<file path="src/rtl/smp_corr_pkg.sv">
package smp_corr_pkg;

    // Region a clamp stage selects for the current sample
    typedef enum logic [1:0] {
        LIM_PASS = 2'd0,
        LIM_HIGH = 2'd1,
        LIM_LOW  = 2'd2
    } lim_sel_e;

endpackage

</file>
<file path="src/rtl/smp_corr_offset.sv">
module smp_corr_offset #(
    parameter int DATA_W = 16,
    parameter int SAT_W  = DATA_W - 1
) (
    input  logic                 clk,
    input  logic                 rst,
    input  logic                 vld_i,
    input  logic [DATA_W-1:0]    smp_i,
    input  logic [DATA_W-1:0]    off_i,
    input  logic [DATA_W-1:0]    gain_i,
    input  logic [SAT_W-1:0]     sat_i,
    output logic                 vld_o,
    output logic [DATA_W:0]      sum_o,
    output logic [DATA_W-1:0]    gain_o,
    output logic [SAT_W-1:0]     sat_o
);

    logic [DATA_W:0] sum_d;

    // sign-extend both operands by one bit so the sum never wraps
    always_comb begin
        sum_d = {smp_i[DATA_W-1], smp_i} + {off_i[DATA_W-1], off_i};
    end

    always_ff @(posedge clk) begin
        if (rst) begin
            vld_o  <= 1'b0;
            sum_o  <= '0;
            gain_o <= '0;
            sat_o  <= '0;
        end else begin
            vld_o <= vld_i;
            if (vld_i) begin
                sum_o  <= sum_d;
                gain_o <= gain_i;
                sat_o  <= sat_i;
            end
        end
    end

    // coefficients are captured with their sample
    assert_coef_capture_R8: assert property (@(posedge clk) disable iff (rst)
        vld_i |=> (gain_o == $past(gain_i) && sat_o == $past(sat_i)));

endmodule

</file>
<file path="src/rtl/smp_corr_gain.sv">
module smp_corr_gain #(
    parameter int DATA_W    = 16,
    parameter int SAT_W     = DATA_W - 1,
    parameter int GAIN_FRAC = DATA_W - 1
) (
    input  logic                 clk,
    input  logic                 rst,
    input  logic                 vld_i,
    input  logic [DATA_W:0]      sum_i,
    input  logic [DATA_W-1:0]    gain_i,
    input  logic [SAT_W-1:0]     sat_i,
    output logic                 vld_o,
    output logic [DATA_W+1-GAIN_FRAC+DATA_W:0] scaled_o,
    output logic [SAT_W-1:0]     sat_o
);

    localparam int SUM_W  = DATA_W + 1;
    localparam int PROD_W = SUM_W + DATA_W + 1;
    localparam int SCL_W  = PROD_W - GAIN_FRAC;

    logic signed [PROD_W-1:0] prod;
    logic [SCL_W-1:0]         scaled_d;
    logic                     unused_frac;

    // gain is unsigned: prepend a zero so the signed multiply keeps it positive
    always_comb begin
        prod        = $signed(sum_i) * $signed({1'b0, gain_i});
        // dropping fraction bits of a two's-complement value floors it
        scaled_d    = prod[PROD_W-1:GAIN_FRAC];
        unused_frac = ^prod[GAIN_FRAC-1:0];
    end

    always_ff @(posedge clk) begin
        if (rst) begin
            vld_o    <= 1'b0;
            scaled_o <= '0;
            sat_o    <= '0;
        end else begin
            vld_o <= vld_i;
            if (vld_i) begin
                scaled_o <= scaled_d;
                sat_o    <= sat_i;
            end
        end
    end

    // a zero gain yields a zero scaled value
    assert_zero_gain_R7: assert property (@(posedge clk) disable iff (rst)
        (vld_i && gain_i == '0) |=> scaled_o == '0);

endmodule

</file>
<file path="src/rtl/smp_corr_clamp.sv">
module smp_corr_clamp
    import smp_corr_pkg::*;
#(
    parameter int DATA_W    = 16,
    parameter int SAT_W     = DATA_W - 1,
    parameter int GAIN_FRAC = DATA_W - 1
) (
    input  logic                 clk,
    input  logic                 rst,
    input  logic                 vld_i,
    input  logic [2*DATA_W+2-GAIN_FRAC-1:0] scaled_i,
    input  logic [SAT_W-1:0]     sat_i,
    output logic                 vld_o,
    output logic [DATA_W-1:0]    data_o
);

    localparam int SCL_W = 2 * DATA_W + 2 - GAIN_FRAC;
    localparam logic signed [SCL_W-1:0] HI_LIM = SCL_W'((1 <<< (DATA_W - 1)) - 1);
    localparam logic signed [SCL_W-1:0] LO_LIM = SCL_W'(-(1 <<< (DATA_W - 1)));

    lim_sel_e                  fix_sel;
    lim_sel_e                  prog_sel;
    logic signed [SCL_W-1:0]   scaled_s;
    logic signed [DATA_W-1:0]  fixed_v;
    logic signed [DATA_W-1:0]  lim_pos;
    logic signed [DATA_W-1:0]  lim_neg;
    logic signed [DATA_W-1:0]  final_v;

    // fixed clamp to the signed data range
    always_comb begin
        scaled_s = $signed(scaled_i);
        if (scaled_s > HI_LIM) begin
            fix_sel = LIM_HIGH;
        end else if (scaled_s < LO_LIM) begin
            fix_sel = LIM_LOW;
        end else begin
            fix_sel = LIM_PASS;
        end
        unique case (fix_sel)
            LIM_HIGH: fixed_v = HI_LIM[DATA_W-1:0];
            LIM_LOW:  fixed_v = LO_LIM[DATA_W-1:0];
            default:  fixed_v = scaled_s[DATA_W-1:0];
        endcase
    end

    // programmable symmetric limit
    always_comb begin
        lim_pos = $signed({1'b0, sat_i});
        lim_neg = -lim_pos;
        if (fixed_v > lim_pos) begin
            prog_sel = LIM_HIGH;
        end else if (fixed_v < lim_neg) begin
            prog_sel = LIM_LOW;
        end else begin
            prog_sel = LIM_PASS;
        end
        unique case (prog_sel)
            LIM_HIGH: final_v = lim_pos;
            LIM_LOW:  final_v = lim_neg;
            default:  final_v = fixed_v;
        endcase
    end

    always_ff @(posedge clk) begin
        if (rst) begin
            vld_o  <= 1'b0;
            data_o <= '0;
        end else begin
            vld_o <= vld_i;
            if (vld_i) begin
                data_o <= final_v;
            end
        end
    end

    // output stays inside the window of the limit it was computed with
    assert_within_limit_R6: assert property (@(posedge clk) disable iff (rst)
        vld_i |=> ($signed(data_o) <= $signed({1'b0, $past(sat_i)}) &&
                   $signed(data_o) >= -$signed({1'b0, $past(sat_i)})));

    // data holds while no sample is passing
    assert_hold_idle_R9: assert property (@(posedge clk) disable iff (rst)
        !vld_i |=> $stable(data_o));

endmodule

</file>
<file path="src/rtl/smp_corr_pipe.sv">
module smp_corr_pipe #(
    parameter int DATA_W = 16
) (
    input  logic                 clk,
    input  logic                 rst,
    input  logic                 smp_vld_i,
    input  logic [DATA_W-1:0]    smp_i,
    input  logic [DATA_W-1:0]    offset_i,
    input  logic [DATA_W-1:0]    gain_i,
    input  logic [DATA_W-2:0]    sat_lim_i,
    output logic                 corr_vld_o,
    output logic [DATA_W-1:0]    corr_o
);

    localparam int SAT_W     = DATA_W - 1;
    localparam int GAIN_FRAC = DATA_W - 1;
    localparam int SCL_W     = 2 * DATA_W + 2 - GAIN_FRAC;
    localparam logic [DATA_W-1:0] UNITY   = DATA_W'(1 << GAIN_FRAC);
    localparam logic [DATA_W-1:0] NEG_MIN = DATA_W'(1 << (DATA_W - 1));

    logic                 s1_vld;
    logic [DATA_W:0]      s1_sum;
    logic [DATA_W-1:0]    s1_gain;
    logic [SAT_W-1:0]     s1_sat;
    logic                 s2_vld;
    logic [SCL_W-1:0]     s2_scaled;
    logic [SAT_W-1:0]     s2_sat;

    smp_corr_offset #(
        .DATA_W (DATA_W),
        .SAT_W  (SAT_W)
    ) i_offset (
        .clk    (clk),
        .rst    (rst),
        .vld_i  (smp_vld_i),
        .smp_i  (smp_i),
        .off_i  (offset_i),
        .gain_i (gain_i),
        .sat_i  (sat_lim_i),
        .vld_o  (s1_vld),
        .sum_o  (s1_sum),
        .gain_o (s1_gain),
        .sat_o  (s1_sat)
    );

    smp_corr_gain #(
        .DATA_W    (DATA_W),
        .SAT_W     (SAT_W),
        .GAIN_FRAC (GAIN_FRAC)
    ) i_gain (
        .clk      (clk),
        .rst      (rst),
        .vld_i    (s1_vld),
        .sum_i    (s1_sum),
        .gain_i   (s1_gain),
        .sat_i    (s1_sat),
        .vld_o    (s2_vld),
        .scaled_o (s2_scaled),
        .sat_o    (s2_sat)
    );

    smp_corr_clamp #(
        .DATA_W    (DATA_W),
        .SAT_W     (SAT_W),
        .GAIN_FRAC (GAIN_FRAC)
    ) i_clamp (
        .clk      (clk),
        .rst      (rst),
        .vld_i    (s2_vld),
        .scaled_i (s2_scaled),
        .sat_i    (s2_sat),
        .vld_o    (corr_vld_o),
        .data_o   (corr_o)
    );

    // valid is delayed by exactly three edges
    assert_vld_delay_R1: assert property (@(posedge clk) disable iff (rst)
        smp_vld_i |=> ##2 corr_vld_o);
    assert_no_spurious_vld_R1: assert property (@(posedge clk) disable iff (rst)
        !smp_vld_i |=> ##2 !corr_vld_o);

    // zero limit forces zero output
    assert_zero_limit_R7: assert property (@(posedge clk) disable iff (rst)
        (smp_vld_i && sat_lim_i == '0) |=> ##2 corr_o == '0);

    // unity gain, no offset, full limit passes the sample unchanged
    assert_unity_pass_R3: assert property (@(posedge clk) disable iff (rst)
        (smp_vld_i && gain_i == UNITY && offset_i == '0 && sat_lim_i == '1 &&
         smp_i != NEG_MIN) |=> ##2 corr_o == $past(smp_i, 3));

endmodule

</file>
<file path="config.mk">
export PLATFORM = sky130hd
export DESIGN_NAME = smp_corr_pipe
export DESIGN_NICKNAME = d
export VERILOG_FILES = /design/src/rtl/smp_corr_pkg.sv /design/src/rtl/smp_corr_offset.sv /design/src/rtl/smp_corr_gain.sv /design/src/rtl/smp_corr_clamp.sv /design/src/rtl/smp_corr_pipe.sv
export SDC_FILE = /design/constraint.sdc
export NUM_CORES = 1
export LEC_CHECK = 0
export ABC_CLOCK_PERIOD_IN_PS = 8400
export BUFFER_PORTS_ARGS = -buffer_cell sky130_fd_sc_hd__buf_2
export CAP_MARGIN = 25
export CORE_MARGIN = 2
export CORE_UTILIZATION = 62
export CTS_CLUSTER_SIZE = 40
export DETAILED_ROUTE_END_ITERATION = 12
export GPL_ROUTABILITY_DRIVEN = 0
export PLACE_DENSITY_LB_ADDON = 0.05
export SLEW_MARGIN = 25
export SYNTH_ARGS = -nofsm -noshare
export SYNTH_HDL_FRONTEND = slang
export SYNTH_SLANG_ARGS = --single-unit
</file>
<file path="constraint.sdc">
create_clock -name clk -period 8.4 [get_ports clk]
set_clock_uncertainty 0.15 [all_clocks]
set_input_delay 1.68 -clock clk [delete_from_list [all_inputs] [get_ports clk]]
set_output_delay 1.68 -clock clk [all_outputs]
set_load 0.05 [all_outputs]
</file>
==> metrics.txt, run 1 <==
Setup Slack @ Placement 1.63 ns; status complete, no violations; cell with the most instances after synthesis inv_1; fin nets 2265; chip width 164 microns; initial core utilization 0.629; Clk network pwr share 0.188; Initial DRC Count 630; Leak 0.00851 uW; post-DR wirelength/cell 16.9 microns; Setup TNS Final 0 ns; Startpoint Class flip-flop; Fill cells 2150; reg2reg setup slack 1.59 ns; final worst slack 1.59 ns; worst hold slack 0.323 ns; post-cts resize count 0; largest net degree at the start of global routing 57; drt first pass iters 5; Pins Over Slew Limit 0; Sw Pwr 1050 uW; Post-synth ARST share 0; final period utilization 0.811; Max Cap Viol 0; Die ar. 0.0268 sq mm; htree depth 3; worst r2r src i_offset.gain_o[10]$_SDFFE_PP0P_; Port-buffer cells 82; Post-synth top cells 384 x inv_1, 278 x fa_1, 195 x nand2_1; syn_nets 2247; antenna violations before repair 0; Combinational Power Share 0.549; CP max FO 18; Period minus WS final 6.81 ns; RSZ-0062 raised after global routing no; setup repair bufs after CTS 0; CTS tree yes; YS warnings 0; Peak VDD IR 0.126 mV; WHS Endpoint i_clamp.data_o[8]$_SDFFE_PP0P_; via count 11.4k; Residual DRC 0; TritonCTS Buffers 9; R2R Path End i_gain.scaled_o[18]$_SDFFE_PP0P_; clock-pin slew on the worst setup and hold paths 0.09 ns; Syn Std Cell Area 0.0158 sq mm; Sequential Power Share 0.263; Post-synth EDFFs 0; register area share after synthesis 0.128; Hold Path Depth 2; f_max 147 MHz; main flop type after synthesis dfxtp_1; FP Rows 58; Placed Area 0.0163 sq mm; Int Power 1280 uW; total wire length 35900 microns; Req. time, crit path 8.46 ns; syn_area_per_cell 8.91 sq um; Worst Setup Path Type flip-flop to flip-flop; final hold violation count 0; Core ar. 0.0251 sq mm; fin area 0.0166 sq mm; ANT cells 0; die height 164 microns; hold buffers post-CTS 0; number of synthesized register bits 101; Worst-Margin Slew 0.976 ns; first-pass GRT wire length 61100 microns; arrival time worst endpoint 6.87 ns; HPWL after DPL 28900 microns; clock sinks 101; Power Density 140 mW/mm^2; number of global-route vias before repair 12.2k; grt total ovfl 0; Max Root-Sink Buffers 2; synth unique cells 64; switching portion of total power 0.452; area leader, netlist fa_1; Area contributors post-synth fa_1 35%, dfxtp_1 13%, ha_1 10%; Via density 5.38; hold path start i_clamp.data_o[8]$_SDFFE_PP0P_; post-route ant nets 0; area growth from synthesis to layout 5.45%; layout cells sized above 1 0.0719; share of the synthesized area in the top cell type 0.353; worst r2r path cells 22; Hold/Removal Path Class flip-flop to flip-flop; Total GRT Usage 0.294; root buf cell clkbuf_16; # IOs 83; CP Capture Type flip-flop; cell count after synthesis 1771; final setup fails 0; Slew Limit Headroom 0.349; Worst-Skew Late Latency 0.37 ns
-- area by class of cell --
| cell class | count | area [sq um] | share of cell area |
|---|---|---|---|
| clock inverter | 6 | 62.6 | 0.00376 |
| tap | 330 | 413 | 0.0248 |
| sequential | 101 | 2020 | 0.122 |
| timing repair buffer | 87 | 458 | 0.0275 |
| clock buffer | 10 | 239 | 0.0144 |
| multi-input combinational | 1206 | 12000 | 0.721 |
| inverter | 384 | 1440 | 0.0866 |
-- cell usage in the layout, fill, tap and decap left out, types with 14 or more instances in the layout --
cell | synthesis | layout
mux2i_1 | 76 | 76
o21a_1 | 14 | 14
a21o_1 | 16 | 16
buf_2 | 2 | 81
nor3_1 | 18 | 18
a21oi_1 | 55 | 55
fa_1 | 278 | 278
xnor2_1 | 33 | 33
nand2b_1 | 15 | 15
and2_1 | 109 | 109
nor2_1 | 104 | 104
nand2_1 | 195 | 195
dfxtp_1 | 101 | 99
o21ai_0 | 17 | 17
inv_1 | 384 | 384
ha_1 | 132 | 132
-- power by group through the flow --
stage               sequential [uW]  clock [uW]  combinational [uW]
global placement                621           0                1240
detailed placement              623           0                1270
finish                          614         438                1280
CTS                             612         448                1290
floorplan                       586           0                 999
global route                    621         465                1460
-- stage by stage --
stage / std cells / utilization / power [uW]
6_report: 2124 / 0.663 / 2330
5_1_grt: 2124 / 0.663 / 2550
4_1_cts: 2124 / 0.663 / 2350
3_5_place_dp: 2108 / 0.651 / 1890
3_3_place_gp: 2107 / 0.650 / 1860
2_1_floorplan: 1771 / - / 1590
-- state kept, by name, summed over array words and instances, names as in the netlist --
name / flops
i_gain.scaled_o: 19
i_offset.sum_o: 17
i_clamp.data_o: 16
i_offset.gain_o: 16
i_gain.sat_o: 15
i_offset.sat_o: 15
i_clamp.vld_o: 1
i_gain.vld_o: 1
i_offset.vld_o: 1
-- per-layer routing --
metal,global-route usage,up-vias,part of all wire
li1,-,5472,-
met1,0.374,5637,0.42
met2,0.500,261,0.49
met3,0.0721,54,0.064
met4,0.0817,0,0.024
met5,0,-,0
-- critical path, cell delays in order, from the launching register on --
cell and delay, ns:
dfxtp_1 0.78, nand2_1 0.17, fa_1 0.57, inv_1 0.05, fa_1 0.49, inv_1 0.05
fa_1 0.48, inv_1 0.06, fa_1 0.51, fa_1 0.54, inv_1 0.05, fa_1 0.52
inv_1 0.04, ha_1 0.34, a21oi_1 0.13, o21ai_0 0.11, a21oi_2 0.28, nand3_2 0.20
a311oi_4 0.38, o31ai_4 0.15, a41oi_1 0.26, mux2i_1 0.20, o311ai_0 0.14
-- worst max path at each step --
stage                                     start                               end
2_1_floorplan  i_offset.gain_o[10]$_SDFFE_PP0P_  i_gain.scaled_o[18]$_SDFFE_PP0P_
3_3_place_gp   i_offset.gain_o[10]$_SDFFE_PP0P_  i_gain.scaled_o[18]$_SDFFE_PP0P_
3_5_place_dp    i_offset.sum_o[16]$_SDFFE_PP0P_  i_gain.scaled_o[18]$_SDFFE_PP0P_
4_1_cts        i_offset.gain_o[11]$_SDFFE_PP0P_  i_gain.scaled_o[18]$_SDFFE_PP0P_
5_1_grt         i_offset.gain_o[8]$_SDFFE_PP0P_  i_gain.scaled_o[18]$_SDFFE_PP0P_
6_report       i_offset.gain_o[10]$_SDFFE_PP0P_  i_gain.scaled_o[18]$_SDFFE_PP0P_
-- cells by family (layout without fill, tap and decap cells) --
logic type      Yosys count  after routing  share of synthesized area
fa+ha+maj               410            410                      0.457
simple gates            504            504                      0.154
compound gates          165            165                     0.0713
flops                   101            101                      0.128
buf+inv                 464            487                      0.111
mux                      84             84                     0.0539
xor+xnor                 43             43                     0.0239
Note: power is estimated with default switching activity, not from simulation.
==> inputs of run 2 (changes only) <==
- ABC_AREA: not set -> 1
- ABC_CLOCK_PERIOD_IN_PS: 8400 -> 5850
- CORE_UTILIZATION: 62 -> 59
- clock period: 8.4 -> 5.85 ns (I/O delays scaled with it)
==> run 2 against run 1 <==
Net effect: sequential power is 32% higher; worst hold slack got worse by 0.0055 ns; sequential share of layout area shrank 1.6 points; sequential cell count stayed put; largest cell class unchanged; global-route usage up 1.1 points; critical path type unchanged; largest power group unchanged; setup slack got worse by 1.4 ns; synthesized area rose by 8.5%; design area increased by 16%; total power rose by 110%; critical path depth increased by 3; clock power rose by 51%; wire length rose by 25%.
==> metrics.txt, run 2 <==
synth unique cells 41; via count 15.0k; CP Launch Point i_offset.gain_o[7]$_SDFFE_PP0P_; Syn Std Cell Area 0.0171 sq mm; Die ar. 0.0304 sq mm; Post-synth ARST share 0; Req. time, crit path 5.97 ns; HPWL after DPL 37000 microns; final hold violation count 0; f_max 178 MHz; antenna violations before repair 0; Power Density 247 mW/mm^2; htree depth 3; Worst-Skew Late Latency 0.36 ns; Total GRT Usage 0.305; R2R Path End i_gain.scaled_o[10]$_SDFFE_PP0P_; Core ar. 0.0286 sq mm; Peak VDD IR 0.196 mV; met1 GRT Util 0.404; Hold/Removal Path Class flip-flop to flip-flop; Max Root-Sink Buffers 2; Startpoint Class flip-flop; max reg flops 19; Worst-Margin Slew 0.771 ns; Port-buffer cells 82; Setup Slack @ Placement 0.0220 ns; hold path start i_clamp.data_o[0]$_SDFFE_PP0P_; number of global-route vias before repair 15.2k; chip width 174 microns; share of the synthesized area in the top cell type 0.325; YS warnings 0; TritonCTS Buffers 9; area leader, netlist fa_1; syn_area_per_cell 7.18 sq um; FP Rows 62; most frequent cells in the layout 588 x inv_1, 485 x nand2_1, 278 x fa_1; final period utilization 0.960; Post-synth top cells 591 x inv_1, 500 x nand2_1, 278 x fa_1; drt first pass iters 6; syn_nets 2863; reg2reg setup slack 0.23 ns; Initial DRC Count 1101; first-pass GRT wire length 74500 microns; Area contributors post-synth fa_1 32%, inv_1 13%, dfxtp_1 12%; fin util 0.677; Worst Setup Path Type flip-flop to flip-flop; ANT cells 0; Leak 0.0108 uW; Pins Over Slew Limit 0; clock sinks 101; root buf cell clkbuf_16; worst r2r src i_offset.gain_o[7]$_SDFFE_PP0P_; die height 174 microns; status complete, no violations; GR Layer Usage met3 0.0444; Period minus WS final 5.62 ns; CTS tree yes; crit path to i_gain.scaled_o[10]$_SDFFE_PP0P_; post-DR wirelength/cell 15.6 microns; busiest grt layer met2; post-route ant nets 0; Slew Limit Headroom 0.481; clock-pin slew on the worst setup and hold paths 0.08 ns; GRT met2 Usage 0.526; register area share after synthesis 0.118; final worst slack 0.232 ns; # IOs 83; worst r2r path cells 25; final setup fails 0; main flop type after synthesis dfxtp_1; hold buffers post-CTS 0; layout cells sized above 1 0.135; largest net degree at the start of global routing 61; commonest non-fill, non-tap cell in the layout inv_1; Post-synth EDFFs 0; initial core utilization 0.598; Max Cap Viol 0; arrival time worst endpoint 5.74 ns; number of synthesized register bits 101; CP max FO 9; cell with the most instances after synthesis inv_1; grt total ovfl 0; area growth from synthesis to layout 13.2%; CP Capture Type flip-flop; top flop regs i_gain.scaled_o (19), i_offset.sum_o (17); Top reg by flops i_gain.scaled_o; Via density 5.20; cell count after synthesis 2387; total wire length 45000 microns; Residual DRC 0; fin nets 2969
run 2: changes by cell type after synthesis, sizes merged, moves of 12 or more:
cell	delta
a211oi	-12
nand3	+82
and2	-109
nand2b	-15
mux2i	-76
inv	+234
clkbuf	+24
nand4	+17
nor2	+116
nand3b	+15
o21ai	+81
xnor2	-25
a21oi	+42
nand2	+308
run 2: layout make-up:
class	count	area [sq um]
inverter	625	2350
timing repair buffer	200	1520
clock inverter	5	72.6
multi-input combinational	1556	12700
fill	2484	9240
tap	384	480
sequential	101	2050
clock buffer	10	239
run 2: stage by stage:
| step | setup TNS [ns] | hold WS [ns] | instance area (sq um) | total power (uW) | std cells |
|---|---|---|---|---|---|
| 2_1_floorplan | 0 | 0.290 | 17100 | 2750 | 2387 |
| 3_3_place_gp | 0 | 0.308 | 18600 | 3730 | 2863 |
| 3_5_place_dp | 0 | 0.309 | 18600 | 3800 | 2863 |
| 4_1_cts | 0 | 0.320 | 19000 | 4470 | 2878 |
| 5_1_grt | -0.186 | 0.340 | 19400 | 5240 | 2881 |
| 6_report | 0 | 0.318 | 19400 | 4790 | 2881 |
run 2: routing by layer:
layer | vias to the layer above | routed length [microns]
met3 | 72 | 2790
met4 | 0 | 1080
met2 | 500 | 21900
li1 | 7274 | -
met1 | 7142 | 19300
met5 | - | 0
run 2: what timing repair did:
action                     4_1_cts  5_1_grt
setup buffers                    0        3
setup endpoints to repair        1       19
resized for setup                1      101
pin swaps                        0       27
hold endpoints to repair         0        0
run 2: kinds of logic after synthesis:
kind of cell / synth area share
simple gates: 0.214
buf+inv: 0.162
fa+ha+maj: 0.421
compound gates: 0.0736
flops: 0.118
xor+xnor: 0.0112
run 2: report_power, final:
part	internal (uW)	leakage (uW)	total, uW	switching, uW
clock	349	0.000151	662	314
combinational	1340	0.00986	3320	1980
sequential	748	0.000840	811	62.9
run 2: worst max-delay path: stages (launching register included):
cell and delay [ns]:
dfxtp_2 0.34, buf_4 0.17, buf_4 0.17, nand2_1 0.06
inv_1 0.05, fa_1 0.53, inv_1 0.06, fa_1 0.43
fa_1 0.46, fa_1 0.49, inv_1 0.05, fa_1 0.53
inv_1 0.06, fa_1 0.53, inv_1 0.06, ha_4 0.27
nand2_1 0.08, nor2_1 0.12, nor2_2 0.06, buf_4 0.12
o21a_1 0.20, or2_1 0.24, nand4_1 0.08, nand3_1 0.09
nand2_1 0.07, inv_1 0.03
run 2: worst min-delay path by stage:
stage / end / slack [ns] / cells past startpoint
final: i_clamp.data_o[0]$_SDFFE_PP0P_ / 0.32 / 2
after CTS: i_clamp.data_o[0]$_SDFFE_PP0P_ / 0.32 / 2
after global routing: i_clamp.data_o[0]$_SDFFE_PP0P_ / 0.34 / 2
after detailed placement: i_clamp.data_o[0]$_SDFFE_PP0P_ / 0.31 / 2
after floorplan: i_gain.scaled_o[3]$_SDFFE_PP0P_ / 0.29 / 2
after global placement: i_clamp.data_o[0]$_SDFFE_PP0P_ / 0.31 / 2
